`config.mk`:
```
export PLATFORM = sky130hd
export DESIGN_NAME = addr_watchpoint
export DESIGN_NICKNAME = d
export VERILOG_FILES = /design/src/rtl/wp_pkg.sv /design/src/rtl/wp_regs.sv /design/src/rtl/wp_match.sv /design/src/rtl/wp_count.sv /design/src/rtl/addr_watchpoint.sv
export SDC_FILE = /design/constraint.sdc
export NUM_CORES = 1
export LEC_CHECK = 0
export ABC_CLOCK_PERIOD_IN_PS = 3280
export BUFFER_PORTS_ARGS = -buffer_cell sky130_fd_sc_hd__buf_2
export CAP_MARGIN = 20
export CORE_MARGIN = 5
export CORE_UTILIZATION = 53
export CTS_CLUSTER_SIZE = 30
export DETAILED_ROUTE_END_ITERATION = 8
export PLACE_DENSITY = 0.75
export SLEW_MARGIN = 30
export SYNTH_ARGS = -nofsm -noshare
export SYNTH_HDL_FRONTEND = slang
export SYNTH_SLANG_ARGS = --single-unit
```
`constraint.sdc`:
```
create_clock -name clk -period 3.28 [get_ports clk]
set_input_delay 0.82 -clock clk [delete_from_list [all_inputs] [get_ports clk]]
set_output_delay 0.82 -clock clk [all_outputs]
set_load 0.01 [all_outputs]
```
`src/rtl/wp_pkg.sv`:
```
package wp_pkg;

   typedef enum logic [1:0] {
      MODE_OFF = 2'b00,
      MODE_EQ  = 2'b01,
      MODE_IN  = 2'b10,
      MODE_OUT = 2'b11
   } wp_mode_e;

   typedef enum logic [1:0] {
      ST_IDLE = 2'b00,
      ST_HUNT = 2'b01,
      ST_DONE = 2'b11
   } wp_state_e;

   typedef enum logic [1:0] {
      ACT_NONE = 2'b00,
      ACT_EXC  = 2'b01,
      ACT_TRAP = 2'b10,
      ACT_RSVD = 2'b11
   } wp_act_e;

   localparam logic [1:0] SEL_CTRL = 2'd0;
   localparam logic [1:0] SEL_STAT = 2'd1;
   localparam logic [1:0] SEL_LO   = 2'd2;
   localparam logic [1:0] SEL_HI   = 2'd3;

   localparam int F_MODE  = 0;
   localparam int F_MASK  = 2;
   localparam int F_RDEN  = 8;
   localparam int F_WREN  = 9;
   localparam int F_ACT   = 10;
   localparam int F_COUNT = 16;

endpackage

```
`src/rtl/wp_regs.sv`:
```
module wp_regs
   import wp_pkg::*;
#(
   parameter int ADDR_W    = 32,
   parameter int N_MASTERS = 6,
   parameter int CNT_W     = 16
) (
   input  logic                 clk,
   input  logic                 rst_n,
   input  logic                 reg_wr,
   input  logic [1:0]           reg_sel,
   input  logic [31:0]          reg_wdata,
   input  logic [31:0]          status_word,
   output logic [31:0]          reg_rdata,
   output logic                 ctrl_load,
   output logic [1:0]           mode,
   output logic [N_MASTERS-1:0] mmask,
   output logic                 rd_en,
   output logic                 wr_en,
   output logic [1:0]           action,
   output logic [CNT_W-1:0]     init_cnt,
   output logic [ADDR_W-1:0]    lo_q,
   output logic [ADDR_W-1:0]    hi_q
);

   logic [31:0] ctrl_q;

   assign ctrl_load = reg_wr && (reg_sel == SEL_CTRL);

   always_ff @(posedge clk or negedge rst_n) begin
      if (!rst_n) begin
         ctrl_q <= '0;
         lo_q   <= '0;
         hi_q   <= '0;
      end else if (reg_wr) begin
         case (reg_sel)
            SEL_CTRL: ctrl_q <= reg_wdata;
            SEL_LO:   lo_q   <= reg_wdata[ADDR_W-1:0];
            SEL_HI:   hi_q   <= reg_wdata[ADDR_W-1:0];
            default:  ;
         endcase
      end
   end

   assign mode     = ctrl_q[F_MODE +: 2];
   assign mmask    = ctrl_q[F_MASK +: N_MASTERS];
   assign rd_en    = ctrl_q[F_RDEN];
   assign wr_en    = ctrl_q[F_WREN];
   assign action   = ctrl_q[F_ACT +: 2];
   assign init_cnt = ctrl_q[F_COUNT +: CNT_W];

   always_comb begin
      case (reg_sel)
         SEL_CTRL: reg_rdata = ctrl_q;
         SEL_STAT: reg_rdata = status_word;
         SEL_LO:   reg_rdata = 32'(lo_q);
         default:  reg_rdata = 32'(hi_q);
      endcase
   end

endmodule

```
`src/rtl/wp_match.sv`:
```
module wp_match
   import wp_pkg::*;
#(
   parameter int ADDR_W    = 32,
   parameter int N_MASTERS = 6,
   parameter int MID_W     = 3
) (
   input  logic                 bus_valid,
   input  logic [ADDR_W-1:0]    bus_addr,
   input  logic                 bus_rd,
   input  logic                 bus_wr,
   input  logic [MID_W-1:0]     bus_master,
   input  logic [1:0]           mode,
   input  logic [N_MASTERS-1:0] mmask,
   input  logic                 rd_en,
   input  logic                 wr_en,
   input  logic [ADDR_W-1:0]    lo,
   input  logic [ADDR_W-1:0]    hi,
   output logic                 hit
);

   logic [N_MASTERS-1:0] owner_sel;
   logic                 owner_ok;
   logic                 dir_ok;
   logic                 eq_lo;
   logic                 above_lo;
   logic                 below_hi;
   logic                 in_win;
   logic                 addr_ok;

   for (genvar i = 0; i < N_MASTERS; i++) begin : g_owner
      assign owner_sel[i] = mmask[i] && (bus_master == MID_W'(i));
   end

   assign owner_ok = |owner_sel;
   assign dir_ok   = (bus_rd && rd_en) || (bus_wr && wr_en);

   assign eq_lo    = (bus_addr == lo);
   assign above_lo = (bus_addr >= lo);
   assign below_hi = (bus_addr <= hi);
   assign in_win   = above_lo && below_hi;

   always_comb begin
      case (mode)
         MODE_EQ:  addr_ok = eq_lo;
         MODE_IN:  addr_ok = in_win;
         MODE_OUT: addr_ok = !in_win;
         default:  addr_ok = 1'b0;
      endcase
   end

   assign hit = bus_valid && owner_ok && dir_ok && addr_ok;

endmodule

```
`src/rtl/wp_count.sv`:
```
module wp_count
   import wp_pkg::*;
#(
   parameter int CNT_W = 16
) (
   input  logic             clk,
   input  logic             rst_n,
   input  logic             load,
   input  logic [CNT_W-1:0] load_val,
   input  logic             arm,
   input  logic [1:0]       action,
   input  logic             hit,
   output wp_state_e        state,
   output logic [CNT_W-1:0] cnt,
   output logic             exc_pulse,
   output logic             trap_pulse
);

   always_ff @(posedge clk or negedge rst_n) begin
      if (!rst_n) begin
         state      <= ST_IDLE;
         cnt        <= '0;
         exc_pulse  <= 1'b0;
         trap_pulse <= 1'b0;
      end else begin
         exc_pulse  <= 1'b0;
         trap_pulse <= 1'b0;
         if (load) begin
            cnt   <= load_val;
            state <= arm ? ST_HUNT : ST_IDLE;
         end else if (state == ST_HUNT && hit) begin
            if (cnt == '0) begin
               state      <= ST_DONE;
               exc_pulse  <= (action == ACT_EXC);
               trap_pulse <= (action == ACT_TRAP);
            end else begin
               cnt <= cnt - CNT_W'(1);
            end
         end
      end
   end

endmodule

```
`src/rtl/addr_watchpoint.sv`:
```
module addr_watchpoint
   import wp_pkg::*;
#(
   parameter int ADDR_W    = 32,
   parameter int N_MASTERS = 6,
   parameter int MID_W     = 3,
   parameter int CNT_W     = 16
) (
   input  logic              clk,
   input  logic              rst_n,
   input  logic              reg_wr,
   input  logic [1:0]        reg_sel,
   input  logic [31:0]       reg_wdata,
   output logic [31:0]       reg_rdata,
   input  logic              bus_valid,
   input  logic [ADDR_W-1:0] bus_addr,
   input  logic              bus_rd,
   input  logic              bus_wr,
   input  logic [MID_W-1:0]  bus_master,
   output logic              exc_pulse,
   output logic              trap_pulse
);

   if (ADDR_W < 1 || ADDR_W > 32) begin : g_bad_addr_w
      $error("addr_watchpoint: ADDR_W must lie in 1..32");
   end
   if (N_MASTERS < 1 || N_MASTERS > 6) begin : g_bad_masters
      $error("addr_watchpoint: N_MASTERS must lie in 1..6");
   end
   if (CNT_W < 1 || CNT_W > 16) begin : g_bad_cnt_w
      $error("addr_watchpoint: CNT_W must lie in 1..16");
   end
   if ((1 << MID_W) < N_MASTERS) begin : g_bad_mid_w
      $error("addr_watchpoint: MID_W too narrow for N_MASTERS");
   end

   logic                 ctrl_load;
   logic [1:0]           mode;
   logic [N_MASTERS-1:0] mmask;
   logic                 rd_en;
   logic                 wr_en;
   logic [1:0]           action;
   logic [CNT_W-1:0]     load_val;
   logic [ADDR_W-1:0]    lo_q;
   logic [ADDR_W-1:0]    hi_q;
   logic                 hit;
   wp_state_e            cur_state;
   logic [1:0]           wp_state;
   logic [CNT_W-1:0]     wp_cnt;
   logic [31:0]          status_word;

   assign wp_state    = cur_state;
   assign status_word = {14'd0, wp_state, 16'(wp_cnt)};

   wp_regs #(
      .ADDR_W    (ADDR_W),
      .N_MASTERS (N_MASTERS),
      .CNT_W     (CNT_W)
   ) u_regs (
      .clk         (clk),
      .rst_n       (rst_n),
      .reg_wr      (reg_wr),
      .reg_sel     (reg_sel),
      .reg_wdata   (reg_wdata),
      .status_word (status_word),
      .reg_rdata   (reg_rdata),
      .ctrl_load   (ctrl_load),
      .mode        (mode),
      .mmask       (mmask),
      .rd_en       (rd_en),
      .wr_en       (wr_en),
      .action      (action),
      .init_cnt    (load_val),
      .lo_q        (lo_q),
      .hi_q        (hi_q)
   );

   wp_match #(
      .ADDR_W    (ADDR_W),
      .N_MASTERS (N_MASTERS),
      .MID_W     (MID_W)
   ) u_match (
      .bus_valid  (bus_valid),
      .bus_addr   (bus_addr),
      .bus_rd     (bus_rd),
      .bus_wr     (bus_wr),
      .bus_master (bus_master),
      .mode       (mode),
      .mmask      (mmask),
      .rd_en      (rd_en),
      .wr_en      (wr_en),
      .lo         (lo_q),
      .hi         (hi_q),
      .hit        (hit)
   );

   wp_count #(
      .CNT_W (CNT_W)
   ) u_count (
      .clk        (clk),
      .rst_n      (rst_n),
      .load       (ctrl_load),
      .load_val   (reg_wdata[F_COUNT +: CNT_W]),
      .arm        (reg_wdata[F_MODE +: 2] != MODE_OFF),
      .action     (action),
      .hit        (hit),
      .state      (cur_state),
      .cnt        (wp_cnt),
      .exc_pulse  (exc_pulse),
      .trap_pulse (trap_pulse)
   );

endmodule

```
Yosys cells after proc, flatten, opt, wreduce, memory -nomap -nowiden
Cells that the tools add are included.
- word-level logic and storage cells: 69
- flip-flop bits (word level): 116
- eq/ne operators: 16
- reduce and logical (&&, ||, !) cells: 28
- magnitude comparators: 2
- add/sub/neg operators: 1
- mux-type cells: 15
- operators with widths (operator ; number):
    32-bit case mux with 3 select lines ; 1
    16-bit two-way mux ; 3
    32-bit equality test ; 1
    32-bit greater-or-equal comparator ; 1
    32-bit less-or-equal comparator ; 1
    16-bit zero test ; 1
    16-bit by 1-bit subtractor with 16-bit output (second input constant) ; 1
    1-bit logical AND ; 14
    2-bit equality test (second input constant) ; 5
    2-bit AND reduction ; 5
    2-bit by 1-bit equality test with 1-bit output (second input constant) ; 4
    1-bit two-way mux ; 7
    3-bit by 2-bit equality test with 1-bit output (second input constant) ; 2
    3-bit equality test (second input constant) ; 2
    2-bit two-way mux ; 3
    2-bit nonzero test ; 3
    6-bit OR reduction ; 1
    3-bit by 1-bit equality test with 1-bit output (second input constant) ; 1
    3-bit zero test ; 1
    1-bit case mux with 3 select lines ; 1
    2-bit zero test ; 1
    2-bit inequality test (second input constant) ; 1
    1-bit zero test ; 1
    1-bit logical OR ; 1

Depth between registers and ports, before layout
Gate-level depths: netlist (run 1).
- word-level depth: 9
- depth in mapped cells: 11
- depth with buffers taken out: 10

Modules after synthesis
From an unflattened synthesis (run 1), not the netlist that was laid out.
- cells, all modules: 641
- area total of the unflattened synthesis: 7533.5 um^2
- by module, submodules not included (module ; times used ; cells an instance ; area an instance (um^2) ; sequential area each (um^2)):
    wp_regs ; 1 ; 270 ; 4559.4 ; 2402.3
    wp_match ; 1 ; 236 ; 1726.7 ; 0.0
    wp_count ; 1 ; 133 ; 1237.4 ; 500.5
    addr_watchpoint ; 1 ; 2 ; 10.0 ; 0.0

Worst setup path after synthesis (run 1)
OpenSTA, ideal clock, no wires.
- path type: input port to flip-flop
- from: in bus_addr[23]
- to: reg u_count.cnt[1]
- cell stages on the path: 9
- buffers on the path: 1
- slack: -103 ps
- arrival time: 3262 ps
- library setup time: 121 ps
- cell sequence: ha_1 -> nand4_1 -> or4_1 -> or3_4 -> a221oi_4 -> mux2i_1 -> buf_6 -> o21ai_0 -> o22a_1
- word-level cells in the longest chain between the ends: 8
- elaborated cells on any way between the ends: 10
- ends and longest elaborated chain (item ; RTL line ; text):
    start: declaration ; addr_watchpoint.sv:16 ; input logic [ADDR_W-1:0] bus_addr,
    32-bit greater-or-equal comparator / 32-bit less-or-equal comparator (equally long branches) ; wp_match.sv:39, wp_match.sv:40 ;
    1-bit logical AND ; wp_match.sv:41 ; assign in_win = above_lo && below_hi;
    1-bit zero test ; wp_match.sv:47 ; MODE_OUT: addr_ok = !in_win;
    1-bit case mux with 3 select lines (*) ; wp_match.sv:44 ; case (mode)
    1-bit logical AND (*) ; wp_match.sv:52 ; assign hit = bus_valid && owner_ok && dir_ok && addr_ok;
    1-bit logical AND (*) ; wp_count.sv:31 ; end else if (state == ST_HUNT && hit) begin
    2-bit nonzero test (no line) (*) ; - ;
    2-bit AND reduction (no line) (*) ; - ;
    end signal: assignment ; wp_count.sv:29 ; cnt <= load_val;
    end signal: assignment ; wp_count.sv:37 ; cnt <= cnt - CNT_W'(1);
    end: declaration ; wp_count.sv:14 ; output logic [CNT_W-1:0] cnt,
Mark *: on every way between the ends. The rest lies on a longest branch, timed or not.
A chain may end at the register's enable or synchronous reset.

Worst setup path in the final report (run 1)
- from: in bus_addr[13]
- to: reg u_count.cnt[10]
Same word-level chain as after synthesis.

==> results.yml, run 1 <==
placement:
  dp_hpwl_microns: 15980
  port-buffer-count: 108
  dp_cells: 1018
  dp_slack_ns: -0.4579
  routabilityCongestion: 0.9759
layout:
  layout-drive-gt1-share: 0.3569
  area_delta_synth_final_pct: 26.81
  seq_area_sq_mm: 0.002903
  multi_input_area_sq_mm: 0.004068
  antennaDiodeCount: 0
  fillCellCount: 997
  fin_cells: 1053
  nets: 1004
sta:
  worst_slew_pin_slew_ns: 0.6947
  min_period_over_period: 0.9930
  finClkSkew_ns: 0.01051
  fin_crit_ns: 3.257
  setup_violations: 0
  final-hold-violation-count: 0
  max_clock_freq_ghz: 0.3070
  max_slew_margin: 0.5368
  worst_slack_ns: 0.02285
  rsz0062_at_grt: "true"
  slew_viol_final: 0
global_routing:
  grt_pass1_vias: 6725
  grtUsageTotal: 0.2804
  grt_start_max_net_pins: 88
  grt_overflow: 0
  grt_pass1_wl_microns: 35060
  antenna_found_initial: 0
synthesis:
  synth_cell_type_count: 56
  yosysWarnings: 0
  synth-seq-cells: 116
  synthTopCellsByCount: "nand2_1 (132), dfrtp_1 (116), inv_1 (71)"
  synthCells: 705
  synth_top_flop_cell: "dfrtp_1"
  syn_avg_cell_area_sq_um: 10.14
  synthTopCellsByArea: "dfrtp_1 (41%), ha_1 (11%), mux2_2 (10%)"
  syn_area_sq_mm: 0.007151
  ys_seq_area_frac: 0.4059
  synth_edf_count: 0
  synth.top_cell.area_share: 0.4059
  yosysMostFrequentCell: "nand2_1"
  synth_largest_area_cell: "dfrtp_1"
  synth_fp_nets: 845
  synth-async-reset-ratio: 1.000
cts:
  h-tree-depth: 4
  clk_pin_slew_ns: 0.05
  cts.sinks: 116
  hold_buffers: 0
  cts_root_buf: "clkbuf_16"
  cts_tree: "yes"
  clk_path_buf_depth: 2
  cts_buffers: 17
  clk_latency_ns: 0.42
worst_setup_path:
  required_ns: 3.62
  slowest_delay_ns: 0.48
  setup.worst_path.class: "primary input to flip-flop"
  crit_arrival_ns: 3.60
  crit_chain: "buf_2 -> ha_1 -> nand4_1 -> or3_1 -> or3_4 -> a221oi_4 -> mux2i_2 -> buf_6 -> or4_4 -> a31oi_1"
  cpMaxStageDelayCell: "or3_1"
  startpoint_type: "primary input"
  crit_fanout: 8
  endpoint_kind: "flip-flop"
floorplanning:
  placementRows: 42
  initial_core_util: 0.5400
  die-area_sq_mm: 0.01592
  coreArea_sq_mm: 0.01324
  pin_count: 109
  die_h_microns: 126.2
  die_x_microns: 126.2
flow_run:
  cap_violations: 0
routing:
  first_pass_iters: 5
  vias: 6227
  drtIter0Drc: 470
  ant_nets: 0
  drcViolationCount: 0
  drt_wl_total_microns: 21490
  wl_per_cell_microns: 20.40
  viasPerCell: 5.914
outcome:
  status: "complete, no violations"
pwr:
  p_leak_nw: 4.425
  peakVddDrop_mv: 0.4273
  power_density_mw_per_mm2: 574.9
worst_hold_path:
  hp-class: "primary input to async pin"
-- layer usage --
metal | wire [microns] | track usage | vias to the layer above
met5 | 0 | 0 | -
met4 | 758 | 0.1319 | 0
met3 | 1321 | 0.05165 | 59
met2 | 10650 | 0.4635 | 268
met1 | 8756 | 0.3577 | 3062
li1 | - | - | 2838
-- kinds of logic after synthesis --
family,synth area share
buffers and inverters,0.05302
AND/OR/NAND/NOR,0.1468
multiplexers,0.1710
AO/OA/AOI/OAI,0.1071
XOR/XNOR,0.002450
flip-flops,0.4059
adder cells (fa/ha/maj),0.1137
-- cell usage in the layout, fill, tap and decap left out, drive strengths merged, types with 3 or more instances in the layout --
cell and count:
a221oi 3, a22o 14, nor3b 3, mux2i 4
or3 7, nor2 22, nand3 12, o21ai 30
nor3 4, a31oi 10, ha 65, o211ai 4
a21oi 26, clkbuf 21, nand2 132, nand4 12
clkinv 6, and4 6, or4 9, dfrtp 116
nor2b 3, nor4 4, bufinv 4, mux4 19
a21o 5, o31ai 7, inv 71, buf 167
mux2 67
-- final cells by class --
type	count	area share
tap	176	0.02429
clock buffer	21	0.04968
clock inverter	11	0.01739
sequential	116	0.3201
inverter	71	0.02939
timing repair buffer	167	0.1105
multi-input combinational	491	0.4486
-- timing repair --
item | CTS | global route
setup endpoints to repair | 3 | 12
resized for setup | 3 | 12
pin swaps | 0 | 8
endpoints found under the hold margin | 0 | 0
cloned | 0 | 1
setup buffers | 0 | 2
-- worst max-delay path: cells and delay by family --
kind | cells | cell delay, ns
and+or+nand+nor | 4 | 1.59
AOI/OAI and AO/OA | 2 | 0.47
adders and majority gates | 1 | 0.30
buffers and inverters | 2 | 0.27
muxes | 1 | 0.14
-- state kept, by name (all words and copies together), names as in the netlist --
register and count:
u_regs.ctrl_q 32, u_regs.hi_q 32, u_regs.lo_q 32, u_count.cnt 16, u_count.state 2, u_count.exc_pulse 1
u_count.trap_pulse 1
-- where the power goes --
part	internal, mW	switching (mW)
Combinational	0.684	0.714
Sequential	1.68	0.206
Clock	1.28	0.648
-- worst paths after layout --
kind | start | to | slack [ns] | cells after the start
min in group clk | u_regs.ctrl_q[15] | u_regs.ctrl_q[15] | 0.48 | 2
max in group asynchronous | rst_n | u_regs.hi_q[27] | 2.12 | 2
hold reg to reg | u_regs.ctrl_q[15] | u_regs.ctrl_q[15] | 0.48 | 2
setup / recovery | bus_addr[13] | u_count.cnt[10] | 0.02 | 10
setup reg to reg | u_regs.hi_q[13] | u_count.cnt[10] | 0.08 | 10
hold / removal | rst_n | u_regs.lo_q[18] | 0.32 | 1
-- per-stage QoR --
stage / hold WS, ns / total power [mW] / util / TNS, ns / area (sq um)
final: 0.3209 / 5.212 / 0.6847 / 0 / 9067
after global routing: 0.3494 / 5.501 / 0.6847 / -0.2099 / 9067
after global placement: 0.4562 / 3.180 / 0.6315 / -6.109 / 8363
after CTS: 0.3254 / 5.213 / 0.6787 / 0 / 8987
after detailed placement: 0.4628 / 3.258 / 0.6315 / -6.942 / 8363
after floorplan: 0.4410 / 2.684 / - / 0 / 7277
Power figures use the tool's default switching activity.
==> inputs of run 2 (changes only) <==
==> constraint.sdc (replaced) <==
create_clock -name clk -period 3.28 [get_ports clk]
set_input_delay 0.492 -clock clk [delete_from_list [all_inputs] [get_ports clk]]
set_output_delay 0.492 -clock clk [all_outputs]
set_load 0.01 [all_outputs]
==> run 2 against run 1 <==
Maximum frequency rose by 0.90%. Critical path type is now flip-flop to flip-flop. Sequential power about the same. Routed wire length fell by 1.2%.
==> results.yml, run 2 (same netlist as run 1, synthesis figures left out) <==
outcome:
  status: "complete, no violations"
floorplanning:
  placementRows: 42
  die_x_microns: 126.2
  die-area_sq_mm: 0.01592
  coreArea_sq_mm: 0.01324
  die_h_microns: 126.2
  pin_count: 109
  initial_core_util: 0.5400
cts:
  cts_tree: "yes"
  clk_pin_slew_ns: 0.05
  cts_buffers: 17
  clk_path_buf_depth: 2
  clk_latency_ns: 0.42
  cts.sinks: 116
  hold_buffers: 0
  h-tree-depth: 4
  cts_root_buf: "clkbuf_16"
routing:
  vias: 6252
  drtIter0Drc: 523
  drt_wl_total_microns: 21230
  ant_nets: 0
  first_pass_iters: 7
  drcViolationCount: 0
  viasPerCell: 5.983
  wl_per_cell_microns: 20.31
worst_setup_path:
  setup.worst_path.class: "flip-flop to flip-flop"
  endpoint_kind: "flip-flop"
  crit_chain: "inv_1 -> ha_1 -> nand4_1 -> nor4_2 -> buf_4 -> nand3_1 -> buf_4 -> a211o_1 -> nor2_1 -> mux2i_2 -> buf_4 -> or4_1 -> a31oi_1"
  crit_arrival_ns: 3.57
  required_ns: 3.62
  crit_path_frequent_cell: "buf_4"
  cpMaxStageDelayCell: "or4_1"
  crit_fanout: 8
  slowest_delay_ns: 0.46
  startpoint_type: "flip-flop"
sta:
  worst_slack_ns: 0.05185
  fin_crit_ns: 3.228
  rsz0062_at_grt: "true"
  final-hold-violation-count: 0
  finClkSkew_ns: 0.006491
  max_slew_margin: 0.4970
  worst_slew_pin_slew_ns: 0.7545
  max_clock_freq_ghz: 0.3098
  min_period_over_period: 0.9842
  setup_violations: 0
  slew_viol_final: 0
layout:
  final_cell_mix: "nand2_1 (131), dfrtp_1 (116), buf_2 (108)"
  final_common_cell: "nand2_1"
  top_regs: "u_regs.ctrl_q x32, u_regs.hi_q x32, u_regs.lo_q x32"
  post-route-util: 0.6705
  area_delta_synth_final_pct: 24.18
  antennaDiodeCount: 0
  fillCellCount: 1000
  layout-drive-gt1-share: 0.3360
  nets: 996
global_routing:
  grt_pass1_wl_microns: 33910
  antenna_found_initial: 1
  grt_start_max_net_pins: 58
  grt_overflow: 0
  grtUsageTotal: 0.2701
  grt_pass1_vias: 6584
placement:
  dp_hpwl_microns: 15560
  port-buffer-count: 108
  dp_slack_ns: -0.1135
  routabilityCongestion: 0.9770
pwr:
  power_mw: 5.238
  peakVddDrop_mv: 0.4097
  p_leak_nw: 4.393
  power_density_mw_per_mm2: 589.9
flow_run:
  cap_violations: 0
worst_hold_path:
  hp-class: "primary input to async pin"
## run 2: cell types whose count changed in the layout (fill, tap and decap cells not counted), moves of 2 or more
cell / previous run / this run
ha_1: 53 / 64
clkinv_2: 6 / 4
nor3b_1: 1 / 3
clkbuf_1: 3 / 1
ha_4: 12 / 1
buf_4: 58 / 51
clkbuf_8: 1 / 5
nor3b_2: 2 / 0
## run 2: through the flow
stage	hold WS [ns]	area, sq um	std cells	TNS (ns)
6_report	0.1290	8880	1045	0
4_1_cts	0.1639	8802	1041	0
5_1_grt	0.1933	8880	1045	-0.6255
3_5_place_dp	0.4639	8157	1009	-0.8614
2_1_floorplan	0.1964	7151	705	0
3_3_place_gp	0.4527	8157	1009	-0.1294
## run 2: worst max-delay path: cells and delay by family (launching register included)
family          cells  cell delay [ns]
buf+inv             4             0.59
compound gates      2             0.48
mux                 1             0.12
flops               1             0.37
fa+ha+maj           1             0.30
simple gates        5             1.28
## run 2: layer usage
metal	vias to the layer above	routed length, microns	track usage	share of wire
met2	282	10420	0.4438	0.49
met1	3085	8566	0.3493	0.40
met3	56	1570	0.05970	0.074
met4	2	657	0.1066	0.031
met5	-	13	0	0.00061
li1	2827	-	-	-
## run 2: path summary, 6_finish.rpt
check / startpoint / slack (ns) / to / depth (start not counted)
max: u_regs.lo_q[15] / 0.05 / u_count.cnt[10] / 13
min: rst_n / 0.13 / u_regs.ctrl_q[24] / 1
max reg2reg: u_regs.lo_q[15] / 0.05 / u_count.cnt[10] / 13
min reg2reg: u_regs.ctrl_q[15] / 0.48 / u_regs.ctrl_q[15] / 2
max in group asynchronous: rst_n / 2.21 / u_regs.ctrl_q[30] / 2
min in group clk: reg_wdata[4] / 0.30 / u_regs.ctrl_q[4] / 3
## run 2: repair_timing
action                                  4_1_cts  5_1_grt
endpoints found under the setup margin        0       17
setup buffers                                 0        3
gates resized for setup                       0       11
## run 2: layout make-up
class | instances | area [sq um] | share of cell area
clock buffer | 23 | 498.0 | 0.05608
clock inverter | 9 | 147.6 | 0.01663
inverter | 71 | 266.5 | 0.03001
multi-input combinational | 491 | 3921 | 0.4416
sequential | 116 | 2903 | 0.3269
tap | 176 | 220.2 | 0.02480
timing repair buffer | 159 | 923.4 | 0.1040
## run 2: power by group
part	leakage (nW)	switching (mW)	internal [mW]
clock network	0.319	0.647	1.37
logic	2.69	0.689	0.642
registers	1.38	0.216	1.68
